$ cat config.mk
export PLATFORM = sky130hd
export DESIGN_NAME = sat_tx
export DESIGN_NICKNAME = d
export VERILOG_FILES = /design/src/rtl/sat_pkg.sv /design/src/rtl/sat_timing.sv /design/src/rtl/sat_capture.sv /design/src/rtl/sat_lane.sv /design/src/rtl/sat_tx.sv
export SDC_FILE = /design/constraint.sdc
export NUM_CORES = 1
export LEC_CHECK = 0
export CORE_MARGIN = 4
export CORE_UTILIZATION = 55
export DETAILED_ROUTE_END_ITERATION = 6
export PLACE_DENSITY = 0.95
export SLEW_MARGIN = 10
export SYNTH_ARGS = -nofsm -noshare
export SYNTH_HDL_FRONTEND = slang
export SYNTH_SLANG_ARGS = --single-unit
export TNS_END_PERCENT = 20
$ cat constraint.sdc
create_clock -name clk -period 5.2 [get_ports clk]
set_input_delay 1.04 -clock clk [delete_from_list [all_inputs] [get_ports clk]]
set_output_delay 1.04 -clock clk [all_outputs]
set_load 0.01 [all_outputs]
$ cat src/rtl/sat_pkg.sv
// Package: shared constants for the four-lane serial audio transmitter.
// Assumes a fixed lane count of four; the lane order is part of the pin contract.
package sat_pkg;
    localparam int SAT_LINES = 4;

    // Lane index on the serial data bus
    typedef enum int {
        LN_FM  = 0,
        LN_WT  = 1,
        LN_MIX = 2,
        LN_FX  = 3
    } sat_lane_e;
endpackage

$ cat src/rtl/sat_timing.sv
// Module: frame timing generator.
// Divides the master clock into bit periods, counts bit periods within a slot
// and alternates left/right slots. Produces the three clocks, the slot
// position and the capture strobe (last master cycle of a frame, or the single
// start-up cycle after reset). Assumes MCLK_DIV is even and SLOT_BITS is even.
module sat_timing #(
    parameter int MCLK_DIV  = 16,
    parameter int SLOT_BITS = 24,
    parameter int MW        = $clog2(MCLK_DIV),
    parameter int SW        = $clog2(SLOT_BITS)
) (
    input  logic          clk,
    input  logic          rst_n,
    output logic          run,
    output logic          bclk,
    output logic          lrclk,
    output logic          wclk2,
    output logic          cap,
    output logic [SW-1:0] slot_pos
);
    localparam logic [MW-1:0] MC_LAST = MW'(MCLK_DIV - 1);
    localparam logic [MW-1:0] MC_HALF = MW'(MCLK_DIV / 2);
    localparam logic [SW-1:0] SP_LAST = SW'(SLOT_BITS - 1);
    localparam logic [SW-1:0] SP_HALF = SW'(SLOT_BITS / 2);

    logic          run_q;
    logic          right_q;
    logic [MW-1:0] mc_q;
    logic [SW-1:0] sp_q;
    logic          frame_end;

    // Counter chain: master cycle -> bit period in slot -> slot side
    always_ff @(posedge clk) begin
        if (!rst_n) begin
            run_q   <= 1'b0;
            right_q <= 1'b0;
            mc_q    <= '0;
            sp_q    <= '0;
        end else if (!run_q) begin
            run_q <= 1'b1;
        end else begin
            if (mc_q == MC_LAST) begin
                mc_q <= '0;
                if (sp_q == SP_LAST) begin
                    sp_q    <= '0;
                    right_q <= ~right_q;
                end else begin
                    sp_q <= sp_q + 1'b1;
                end
            end else begin
                mc_q <= mc_q + 1'b1;
            end
        end
    end

    // Decode clocks and strobes from the counter state
    always_comb begin
        frame_end = run_q && right_q && (mc_q == MC_LAST) && (sp_q == SP_LAST);
        cap       = !run_q || frame_end;
        bclk      = run_q && (mc_q >= MC_HALF);
        lrclk     = run_q && !right_q;
        wclk2     = run_q && (sp_q < SP_HALF);
        run       = run_q;
        slot_pos  = sp_q;
    end
endmodule

$ cat src/rtl/sat_capture.sv
// Module: per-frame sample shadow registers.
// Holds one left/right pair per lane; all pairs load together on cap.
// Assumes cap is a single-cycle strobe from the timing generator.
module sat_capture #(
    parameter int LINES = 4,
    parameter int W     = 16
) (
    input  logic                     clk,
    input  logic                     rst_n,
    input  logic                     cap,
    input  logic [LINES-1:0][W-1:0]  in_l,
    input  logic [LINES-1:0][W-1:0]  in_r,
    output logic [LINES-1:0][W-1:0]  sh_l,
    output logic [LINES-1:0][W-1:0]  sh_r
);
    // Load all shadow pairs at once on the capture strobe
    always_ff @(posedge clk) begin
        if (!rst_n) begin
            sh_l <= '0;
            sh_r <= '0;
        end else if (cap) begin
            sh_l <= in_l;
            sh_r <= in_r;
        end
    end
endmodule

$ cat src/rtl/sat_lane.sv
// Module: slot bit selector for one serial lane.
// Picks the bit for the current slot position: the sign bit during the
// leading pad, then MSB to LSB so the sample ends on the last slot bit.
// Assumes SLOT_BITS >= W.
module sat_lane #(
    parameter int W         = 16,
    parameter int SLOT_BITS = 24,
    parameter int SW        = $clog2(SLOT_BITS)
) (
    input  logic          run,
    input  logic [SW-1:0] slot_pos,
    input  logic [W-1:0]  sample,
    output logic          sd
);
    localparam logic [SW-1:0] PAD_T  = SW'(SLOT_BITS - W);
    localparam logic [SW-1:0] MSB_T  = SW'(W - 1);
    localparam logic [SW-1:0] LAST_T = SW'(SLOT_BITS - 1);

    logic [SW-1:0] sel;
    logic [W-1:0]  shifted;

    // Map slot position to sample bit, sign-extending in the pad
    always_comb begin
        sel     = (slot_pos < PAD_T) ? MSB_T : (LAST_T - slot_pos);
        shifted = sample >> sel;
        sd      = run && shifted[0];
    end
endmodule

$ cat src/rtl/sat_tx.sv
// Module: four-lane stereo serial audio transmitter (top).
// Builds the bit clock and the two word clocks from the master clock, captures
// all four stereo pairs once per frame and shifts each lane out right-justified
// in 24-bit slots. Assumes the master clock is 768 times the sample rate.
module sat_tx
    import sat_pkg::*;
#(
    parameter int SAMPLE_W  = 16,
    parameter int MCLK_DIV  = 16,
    parameter int SLOT_BITS = 24
) (
    input  logic                 clk,
    input  logic                 rst_n,
    input  logic [SAMPLE_W-1:0]  fm_l,
    input  logic [SAMPLE_W-1:0]  fm_r,
    input  logic [SAMPLE_W-1:0]  wt_l,
    input  logic [SAMPLE_W-1:0]  wt_r,
    input  logic [SAMPLE_W-1:0]  mix_l,
    input  logic [SAMPLE_W-1:0]  mix_r,
    input  logic [SAMPLE_W-1:0]  fx_l,
    input  logic [SAMPLE_W-1:0]  fx_r,
    output logic                 bclk,
    output logic                 lrclk,
    output logic                 wclk2,
    output logic [SAT_LINES-1:0] sdo,
    output logic                 req
);
    localparam int SW = $clog2(SLOT_BITS);

    logic                               run;
    logic                               cap;
    logic [SW-1:0]                      slot_pos;
    logic [SAT_LINES-1:0][SAMPLE_W-1:0] in_l, in_r, sh_l, sh_r;

    // Arrange sample ports in lane order
    always_comb begin
        in_l[LN_FM]  = fm_l;   in_r[LN_FM]  = fm_r;
        in_l[LN_WT]  = wt_l;   in_r[LN_WT]  = wt_r;
        in_l[LN_MIX] = mix_l;  in_r[LN_MIX] = mix_r;
        in_l[LN_FX]  = fx_l;   in_r[LN_FX]  = fx_r;
    end

    sat_timing #(.MCLK_DIV(MCLK_DIV), .SLOT_BITS(SLOT_BITS)) u_timing (
        .clk(clk), .rst_n(rst_n), .run(run), .bclk(bclk), .lrclk(lrclk),
        .wclk2(wclk2), .cap(cap), .slot_pos(slot_pos)
    );

    sat_capture #(.LINES(SAT_LINES), .W(SAMPLE_W)) u_capture (
        .clk(clk), .rst_n(rst_n), .cap(cap), .in_l(in_l), .in_r(in_r),
        .sh_l(sh_l), .sh_r(sh_r)
    );

    for (genvar i = 0; i < SAT_LINES; i++) begin : g_lane
        logic [SAMPLE_W-1:0] cur;
        // Left shadow during the left slot, right shadow otherwise
        assign cur = lrclk ? sh_l[i] : sh_r[i];
        sat_lane #(.W(SAMPLE_W), .SLOT_BITS(SLOT_BITS)) u_lane (
            .run(run), .slot_pos(slot_pos), .sample(cur), .sd(sdo[i])
        );
    end

    // Request strobe is held off while reset is applied
    assign req = rst_n && cap;
endmodule

==> flow_summary.ini, run 1 <==
[outcome]
outcome = finished clean

[setup_path]
path_buf_inv = 3
timing.rr.end = u_capture.sh_r[6]
reg2reg_slack_ps = 2100
reg2reg_from = u_timing.slot_pos[1]
arrival_ps = 3070
crit_path_top_delay_cell = dfxtp_1
end_kind = output pin
critPathMaxStageDelay_ps = 610
crit_family = buffers and inverters
r2r.worst_path.cells = 7
worst_setup_path_start_kind = flop
path_max_fanout = 28
crit_chain = nand2b_1 -> buf_4 -> inv_2 -> mux4_2 -> a22oi_1 -> nand3_1 -> clkdlybuf4s50_1
path_class = reg -> out
critical_path_required_ps = 4160

[die]
initial_core_util_pct = 55.9
die_x_um = 116
fp.dieH_um = 116
io_pins = 138
core_area_um2 = 11400
rows = 39
die_area_um2 = 13300

[clock_network]
clk_pin_slew_ps = 60
clockBufferDepth = 2
cts_tree = yes
cts-root-buf = clkbuf_16
postCtsSetupBuffers = 0
htreeDepth = 4
hold_buffers = 0
ctsResizeCount = 0
cts_sinks = 139
insertion_delay_ps = 420
cts_buffers = 17

[detailed_routing]
vias = 5496
wl_mm = 17.0
routedWlPerCell_um = 17.6
drc_errors = 0
first_pass_iters = 5
drt_iter0_drc = 658
via_per_inst = 5.69
antenna_left = 0

[worst_hold_path]
min-delay-start = u_capture.sh_l[51]
hold_path.class = reg -> reg
whs_endpoint = u_capture.sh_l[51]
holdPathStages = 2

[grt]
track_usage_pct = 26.3
global_route.overflow_total = 0
first_global_vias = 5544
grt_max_degree = 112
grt_pass1_wl_mm = 27.3
antenna_found_initial = 0

[sta]
fin_skew_ps = 11.2
tns_ps = 0
hold_violations = 0
fin_crit_sh_pct = 79.1
max_freq_ghz = 0.243
setup_viol = 0
slew_viol_final = 0
worstMarginPinSlew_ps = 1090
rsz0062_at_grt = false
max-slew-margin-rel_pct = 27.4
finalCriticalPeriod_ps = 4110
layout_setup_ws_ps = 1090

[cells_and_area]
instances_no_fill = 966
fin_util_pct = 72.2
num-fill-cells = 758
finalNetCount = 943
drive_above_1_share_pct = 8.38
synthToLayoutAreaGrowth_pct = 29.0
n_antenna_cell = 0

[yosys]
yosysSeqAreaShare_pct = 43.8
yosysWarnings = 0
ys_types = 50
synth_flop_cell = dfxtp_1
synth_cells = 707
syn_area_um2 = 6360
postSynth.asyncResetShare_pct = 0
syn_avg_cell_area_um2 = 9.00
synth-seq-cells = 139
synth_nets = 839
synth_edf_count = 0

[placement]
hpwl_mm = 11.5
dp.cells = 935
place_congestion = 0.879
port_buffers = 137
place_ws_ps = 1610

[power]
powerDensity_nw_per_um2 = 310
p_leak_nw = 3.16
vdd_drop_max_mv = 0.218

[flow_run]
drv_cap = 0
-- how the worst max path moves through the flow --
| stage | from | to | cells after the start |
|---|---|---|---|
| after floorplan | u_timing.slot_pos[4] | sdo[1] | 8 |
| after global placement | u_timing.slot_pos[4] | sdo[0] | 7 |
| after detailed placement | u_timing.slot_pos[4] | sdo[2] | 7 |
| after CTS | u_timing.run | sdo[2] | 7 |
| after global routing | u_timing.run | sdo[2] | 7 |
| final | u_timing.run | sdo[2] | 7 |
-- sequential cells by signal, indices dropped and copies added, names as in the netlist --
signal / flops
u_timing.slot_pos: 5
u_timing.run: 1
u_capture.sh_r: 64
u_timing.mc_q: 4
u_capture.sh_l: 64
u_timing.right_q: 1
-- cells in the final DEF (no fill, tap or decap), types with 2 or more instances in the layout --
| cell type | n |
|---|---|
| nand2_1 | 263 |
| dfxtp_1 | 139 |
| clkdlybuf4s50_1 | 136 |
| a21boi_0 | 129 |
| mux4_2 | 21 |
| clkbuf_16 | 17 |
| nand3_1 | 9 |
| mux4_1 | 9 |
| a21oi_1 | 8 |
| buf_4 | 7 |
| and2_1 | 6 |
| or2_2 | 4 |
| a22oi_1 | 4 |
| clkinv_2 | 4 |
| nor2_1 | 3 |
| nor3_1 | 3 |
| xnor2_1 | 3 |
| inv_6 | 3 |
| nand2b_1 | 2 |
| nand4_1 | 2 |
| inv_1 | 2 |
| o22ai_1 | 2 |
| and3_1 | 2 |
| or2_1 | 2 |
| a22o_1 | 2 |
| a221oi_1 | 2 |
| o21ai_1 | 2 |
| mux2i_1 | 2 |
| o32ai_1 | 2 |
| or4_1 | 2 |
| nor3b_1 | 2 |
| nor2b_1 | 2 |
| xor2_1 | 2 |
| ha_1 | 2 |
| clkbuf_8 | 2 |
| clkinvlp_4 | 2 |
| clkinv_4 | 2 |
-- cell usage after synthesis (3+ instances only) --
cell | count | area, um^2
mux4_1 | 9 | 236
clkbuf_1 | 20 | 75.1
dfxtp_1 | 139 | 2780
nor3_1 | 3 | 15.0
buf_4 | 7 | 52.6
buf_2 | 26 | 130
nand3_1 | 9 | 45.0
and2_1 | 6 | 37.5
a22oi_1 | 4 | 30.0
nor2_1 | 3 | 11.3
or2_2 | 4 | 25.0
a21boi_0 | 130 | 976
xnor2_1 | 3 | 26.3
nand2_1 | 263 | 987
mux4_2 | 21 | 473
a21oi_1 | 8 | 40.0
-- per-stage QoR --
step                      total power (W)  instance area, um^2  hold WS, ps
after floorplan                   0.00131                 6360          436
after global placement            0.00144                 7660          446
after detailed placement          0.00145                 7660          455
after CTS                         0.00255                 8210          462
after global routing              0.00263                 8210          479
final                             0.00255                 8210          461
-- cell type report --
class	count	area (um^2)	area share (%)
clock buffer	19	453	5.52
clock inverter	12	90.1	1.10
inverter	3	11.3	0.137
multi-input combinational	507	3280	39.9
sequential	139	2780	33.9
tap	143	179	2.18
timing repair buffer	143	1410	17.2
-- worst min-delay path, cell delays in order, from the launching register on --
cell      delay [ps]
dfxtp_1          310
nand2_1           50
a21boi_0          60
-- logic make-up (layout without fill, tap and decap cells) --
group           Yosys count  count (layout)  synth area share, %
buf+inv                  61             177                 5.02
mux                      33              33                 11.6
flops                   139             139                 43.8
simple gates            305             305                 19.5
fa+ha+maj                 2               2                0.393
xor+xnor                  5               5                0.689
compound gates          162             162                 19.0
-- power by group --
part | switching [W] | internal [W] | total [W]
Combinational | 0.000114 | 0.000162 | 0.000276
Sequential | 0.0000363 | 0.00112 | 0.00116
Clock | 0.000474 | 0.000637 | 0.00111
-- metal layers --
layer,GRT usage (%),part of all wire [%],up-vias
met5,0,0,-
met4,9.47,3.0,0
met3,6.89,7.3,42
met2,43.6,49,252
met1,33.3,41,2589
li1,-,-,2613
Power figures use the tool's default switching activity.
==> inputs of run 2 (changes only) <==
--- a/config.mk
+++ b/config.mk
@@ -6,9 +6,9 @@
 export NUM_CORES = 1
 export LEC_CHECK = 0
 export CORE_MARGIN = 4
-export CORE_UTILIZATION = 55
+export CORE_UTILIZATION = 46
 export DETAILED_ROUTE_END_ITERATION = 6
-export PLACE_DENSITY = 0.95
+export PLACE_DENSITY = 0.88
 export SLEW_MARGIN = 10
 export SYNTH_ARGS = -nofsm -noshare
 export SYNTH_HDL_FRONTEND = slang
==> constraint.sdc (replaced) <==
create_clock -name clk -period 3.6 [get_ports clk]
set_input_delay 0.72 -clock clk [delete_from_list [all_inputs] [get_ports clk]]
set_output_delay 0.72 -clock clk [all_outputs]
set_load 0.01 [all_outputs]
==> run 2 against run 1 <==
Sequential cell count stayed put. Final cell count is 4.2% higher. Sequential power is 44% higher. First-iteration DRC count is 14% lower. Critical endpoint is now req. Highest routed layer unchanged.
==> flow_summary.ini, run 2 (synthesis results as in run 1) <==
[outcome]
outcome = finished clean

[cells_and_area]
finalNetCount = 951
n_antenna_cell = 0
layout_common_cells = nand2_1 (263), dfxtp_1 (136), clkdlybuf4s50_1 (132)
final_common_cell = nand2_1
final_area_um2 = 8440
num-fill-cells = 1022
synthToLayoutAreaGrowth_pct = 32.7
drive_above_1_share_pct = 9.99

[clock_network]
clockBufferDepth = 2
clk_pin_slew_ps = 60
cts_buffers = 17
cts_sinks = 139
insertion_delay_ps = 430
hold_buffers = 0
cts-root-buf = clkbuf_16
htreeDepth = 4
cts_tree = yes

[sta]
hold_violations = 0
rsz0062_at_grt = false
fin_crit_sh_pct = 93.2
worstMarginPinSlew_ps = 1090
fin_skew_ps = 11.8
finalCriticalPeriod_ps = 3350
max_freq_ghz = 0.298
tns_ps = 0
max-slew-margin-rel_pct = 27.6
slew_viol_final = 0
timing.hold.ws_ps = 464
setup_viol = 0

[setup_path]
arrival_ps = 2630
critical_path_required_ps = 2880
r2r.worst_path.cells = 8
crit_cells = 6
crit_path_top_delay_cell = dfxtp_1
path_buf_inv = 1
end_kind = output pin
crit_chain = ha_1 -> nand4b_1 -> nor2_2 -> a21bo_4 -> and2_1 -> clkdlybuf4s50_1
reg2reg_slack_ps = 540
timing.rr.end = u_capture.sh_r[40]
worst_setup_path_start_kind = flop
reg2reg_from = u_timing.slot_pos[1]
path_class = reg -> out
crit_end = req
crit_family = simple AND/OR/NAND/NOR gates
path_max_fanout = 10
critPathMaxStageDelay_ps = 560
crit_start = u_timing.slot_pos[1]

[die]
rows = 42
die_area_um2 = 15800
io_pins = 138
die_x_um = 126
initial_core_util_pct = 47.5
core_area_um2 = 13400
fp.dieH_um = 126

[power]
p_switching_w = 0.000876
internal_power_w = 0.00294
powerDensity_nw_per_um2 = 452
vdd_drop_max_mv = 0.307
combPwrFrac_pct = 10.7
sw_frac_of_total_pct = 23.0
total_power_w = 0.00381
p_seq_share_pct = 43.8
p_leak_nw = 3.31
clock_power_share_pct = 45.4

[grt]
global_route.overflow_total = 0
track_usage_pct = 21.5
grt_max_degree = 140
first_global_vias = 5357
antenna_found_initial = 0
grt_pass1_wl_mm = 27.2

[detailed_routing]
drt_iter0_drc = 565
vias = 5470
routedWlPerCell_um = 17.1
via_per_inst = 5.43
drc_errors = 0
antenna_left = 0
first_pass_iters = 5
wl_mm = 17.2

[placement]
hpwl_mm = 11.7
place_congestion = 0.896
dpl-instance-area_um2 = 7790
port_buffers = 137

[flow_run]
drv_cap = 0

[worst_hold_path]
hold_path.class = reg -> reg
==> run 2: worst min path at each step <==
stage                    endpoint          startpoint  cells after the start
2_1_floorplan  u_capture.sh_l[33]  u_capture.sh_l[33]                      2
3_3_place_gp   u_capture.sh_r[49]  u_capture.sh_r[49]                      2
3_5_place_dp   u_capture.sh_r[24]  u_capture.sh_r[24]                      2
4_1_cts        u_capture.sh_r[24]  u_capture.sh_r[24]                      2
5_1_grt        u_capture.sh_r[51]  u_capture.sh_r[51]                      2
6_report       u_capture.sh_r[24]  u_capture.sh_r[24]                      2
==> run 2: layer usage <==
metal  part of all wire [%]  vias up  global-route usage, %
li1                       -     2630                      -
met1                     42     2549                   28.5
met2                     47      258                   33.5
met3                    8.8       33                   5.97
met4                    2.4        0                   8.74
met5                      0        -                      0
==> run 2: power groups by stage <==
stage	Combinational, W	Clock [W]	Sequential (W)
floorplan	0.000207	0	0.00168
global placement	0.000395	0	0.00170
detailed placement	0.000402	0	0.00170
CTS	0.000408	0.00174	0.00167
global route	0.000445	0.00182	0.00168
finish	0.000409	0.00173	0.00167
==> run 2: tightest hold or removal path, delay by kind of cell (launching register included) <==
kind / cells / cell delay, ps
AOI/OAI and AO/OA: 1 / 60
and+or+nand+nor: 1 / 50
DFF: 1 / 300
==> run 2: per-stage QoR <==
step	setup slack (ps)	utilization [%]	instances
2_1_floorplan	887	-	707
3_3_place_gp	304	58.2	975
3_5_place_dp	257	58.2	975
4_1_cts	11.8	62.7	1007
5_1_grt	104	63.0	1007
6_report	246	63.0	1007
==> run 2: what timing repair did <==
action	in CTS	in global routing
endpoints found under the setup margin	4	4
pin swaps	1	1
setup buffers	1	0
gates resized for setup	4	9
==> run 2: layout make-up <==
| class | count | area [um^2] | area share [%] |
|---|---|---|---|
| Clock buffer | 18 | 429 | 5.09 |
| Timing Repair Buffer | 151 | 1540 | 18.3 |
| Tap cell | 176 | 220 | 2.61 |
| Inverter | 3 | 11.3 | 0.133 |
| Sequential cell | 139 | 2790 | 33.0 |
| Clock inverter | 13 | 153 | 1.81 |
| Multi-Input combinational cell | 507 | 3300 | 39.1 |
==> inputs of run 3 (changes only) <==
--- a/config.mk
+++ b/config.mk
@@ -5,7 +5,7 @@
 export SDC_FILE = /design/constraint.sdc
 export NUM_CORES = 1
 export LEC_CHECK = 0
-export CORE_MARGIN = 4
+export CORE_MARGIN = 5
 export CORE_UTILIZATION = 46
 export DETAILED_ROUTE_END_ITERATION = 6
 export PLACE_DENSITY = 0.88
==> run 3 against run 2 <==
Largest cell class unchanged. Final cell count up 0.30%. Global-route usage decreased by 0.26 points. Register-to-register slack about the same. Combinational power is 2% lower. Largest power group unchanged. Critical endpoint is now sdo[2]. Critical path type unchanged.
==> flow_summary.ini, run 3 (synthesis results as in run 1) <==
[outcome]
outcome = finished clean

[sta]
hold_violations = 0
finalCriticalPeriod_ps = 3520
max-slew-margin-rel_pct = 22.4
setup_viol = 0
worstMarginPinSlew_ps = 1160
slew_viol_final = 0
fin_crit_sh_pct = 97.9
max_freq_ghz = 0.284
fin_skew_ps = 6.82

[placement]
place_congestion = 0.898
dpl-instance-area_um2 = 7770
hpwl_mm = 12.0
dp.cells = 978
port_buffers = 137

[detailed_routing]
drt_iter0_drc = 397
wl_mm = 17.5
first_pass_iters = 5
drc_errors = 0
routedWlPerCell_um = 17.3
via_per_inst = 5.46
vias = 5518
antenna_left = 0

[worst_hold_path]
holdPathStages = 2
hold_path.class = reg -> reg
min-delay-start = u_capture.sh_r[5]
whs_endpoint = u_capture.sh_r[5]

[setup_path]
critical_path_required_ps = 2880
arrival_ps = 2800
worst_setup_path_start_kind = flop
timing.rr.end = u_capture.sh_l[59]
crit_path_top_delay_cell = mux4_2
reg2reg_slack_ps = 540
r2r.worst_path.cells = 7
crit_family = buffers and inverters
critPathMaxStageDelay_ps = 530
path_buf_inv = 3
path_class = reg -> out
crit_chain = nand2b_1 -> buf_4 -> inv_2 -> mux4_2 -> a22oi_1 -> nand3_1 -> clkdlybuf4s50_1
end_kind = output pin
path_max_fanout = 13
reg2reg_from = u_timing.slot_pos[1]

[grt]
global_route.overflow_total = 0
antenna_found_initial = 0
grt_pass1_wl_mm = 27.2
first_global_vias = 5298
grt_max_degree = 140
track_usage_pct = 21.3

[die]
die_x_um = 128
core_area_um2 = 13700
die_area_um2 = 16300
initial_core_util_pct = 46.4
fp.dieH_um = 128
rows = 43
io_pins = 138

[clock_network]
clk_pin_slew_ps = 60
insertion_delay_ps = 420
cts_sinks = 139
htreeDepth = 4
cts_buffers = 17
clockBufferDepth = 2
cts-root-buf = clkbuf_16
hold_buffers = 0
cts_tree = yes

[power]
vdd_drop_max_mv = 0.328
p_leak_nw = 3.32
powerDensity_nw_per_um2 = 471

[flow_run]
drv_cap = 0

[cells_and_area]
finalNetCount = 950
drive_above_1_share_pct = 9.40
synthToLayoutAreaGrowth_pct = 33.2
final_area_um2 = 8470
n_antenna_cell = 0
layout_common_cells = nand2_1 (263), dfxtp_1 (136), clkdlybuf4s50_1 (133)
final_common_cell = nand2_1
instances_no_fill = 1010
run 3: cell types whose count changed in the layout (fill, tap and decap cells not counted), sizes merged, moves of 2 or more:
cell and delta:
clkinvlp -4, clkbuf +3, buf -2, bufinv +2, clkinv -2
run 3: repair_timing:
action,in CTS,in global routing
setup buffers,0,0
pin swaps,1,0
gates cloned,1,0
gates resized for setup,2,6
endpoints found under the setup margin,3,3
run 3: metal layers:
metal	share of wire [%]	vias to the layer above	track usage (%)
li1	-	2634	-
met1	41	2569	27.3
met2	47	265	34.2
met3	8.6	50	6.48
met4	2.9	0	7.55
met5	0	-	0
run 3: report_power, final:
group          leakage [nW]  switching (W)  internal (W)
Sequential             1.15      0.0000564       0.00162
Combinational          1.86       0.000163      0.000237
Clock                 0.314       0.000648       0.00127
Total                  3.32       0.000867       0.00312
run 3: layout make-up:
type	instances	area [um^2]
Timing Repair Buffer	150	1520
Tap cell	180	225
Clock buffer	21	460
Inverter	3	11.3
Clock inverter	10	189
Sequential cell	139	2790
Fill cell	1084	5250
Multi-Input combinational cell	507	3280
run 3: tightest hold or removal path, stage by stage (launching register included):
cell,delay [ps]
dfxtp_1,310
nand2_1,50
a21boi_0,60
run 3: per-stage QoR:
stage / setup TNS [ps] / worst slack [ps] / hold slack, ps / power (W) / utilization [%]
after floorplan: 0 / 887 / 436 / 0.00189 / -
after global placement: 0 / 488 / 451 / 0.00209 / 56.6
after detailed placement: 0 / 412 / 459 / 0.00210 / 56.6
after CTS: 0 / 19.7 / 469 / 0.00401 / 61.6
after global routing: -6.72 / -6.72 / 489 / 0.00413 / 61.7
final: 0 / 75.8 / 471 / 0.00399 / 61.7
run 3: how the worst max path moves through the flow:
stage	cells past startpoint	from	to	slack, ps
2_1_floorplan	8	u_timing.slot_pos[4]	sdo[1]	890
3_3_place_gp	7	u_timing.slot_pos[4]	sdo[1]	490
3_5_place_dp	7	u_timing.slot_pos[4]	sdo[1]	410
4_1_cts	7	u_timing.slot_pos[1]	sdo[1]	20
5_1_grt	7	u_timing.run	sdo[2]	-7
6_report	7	u_timing.run	sdo[2]	80
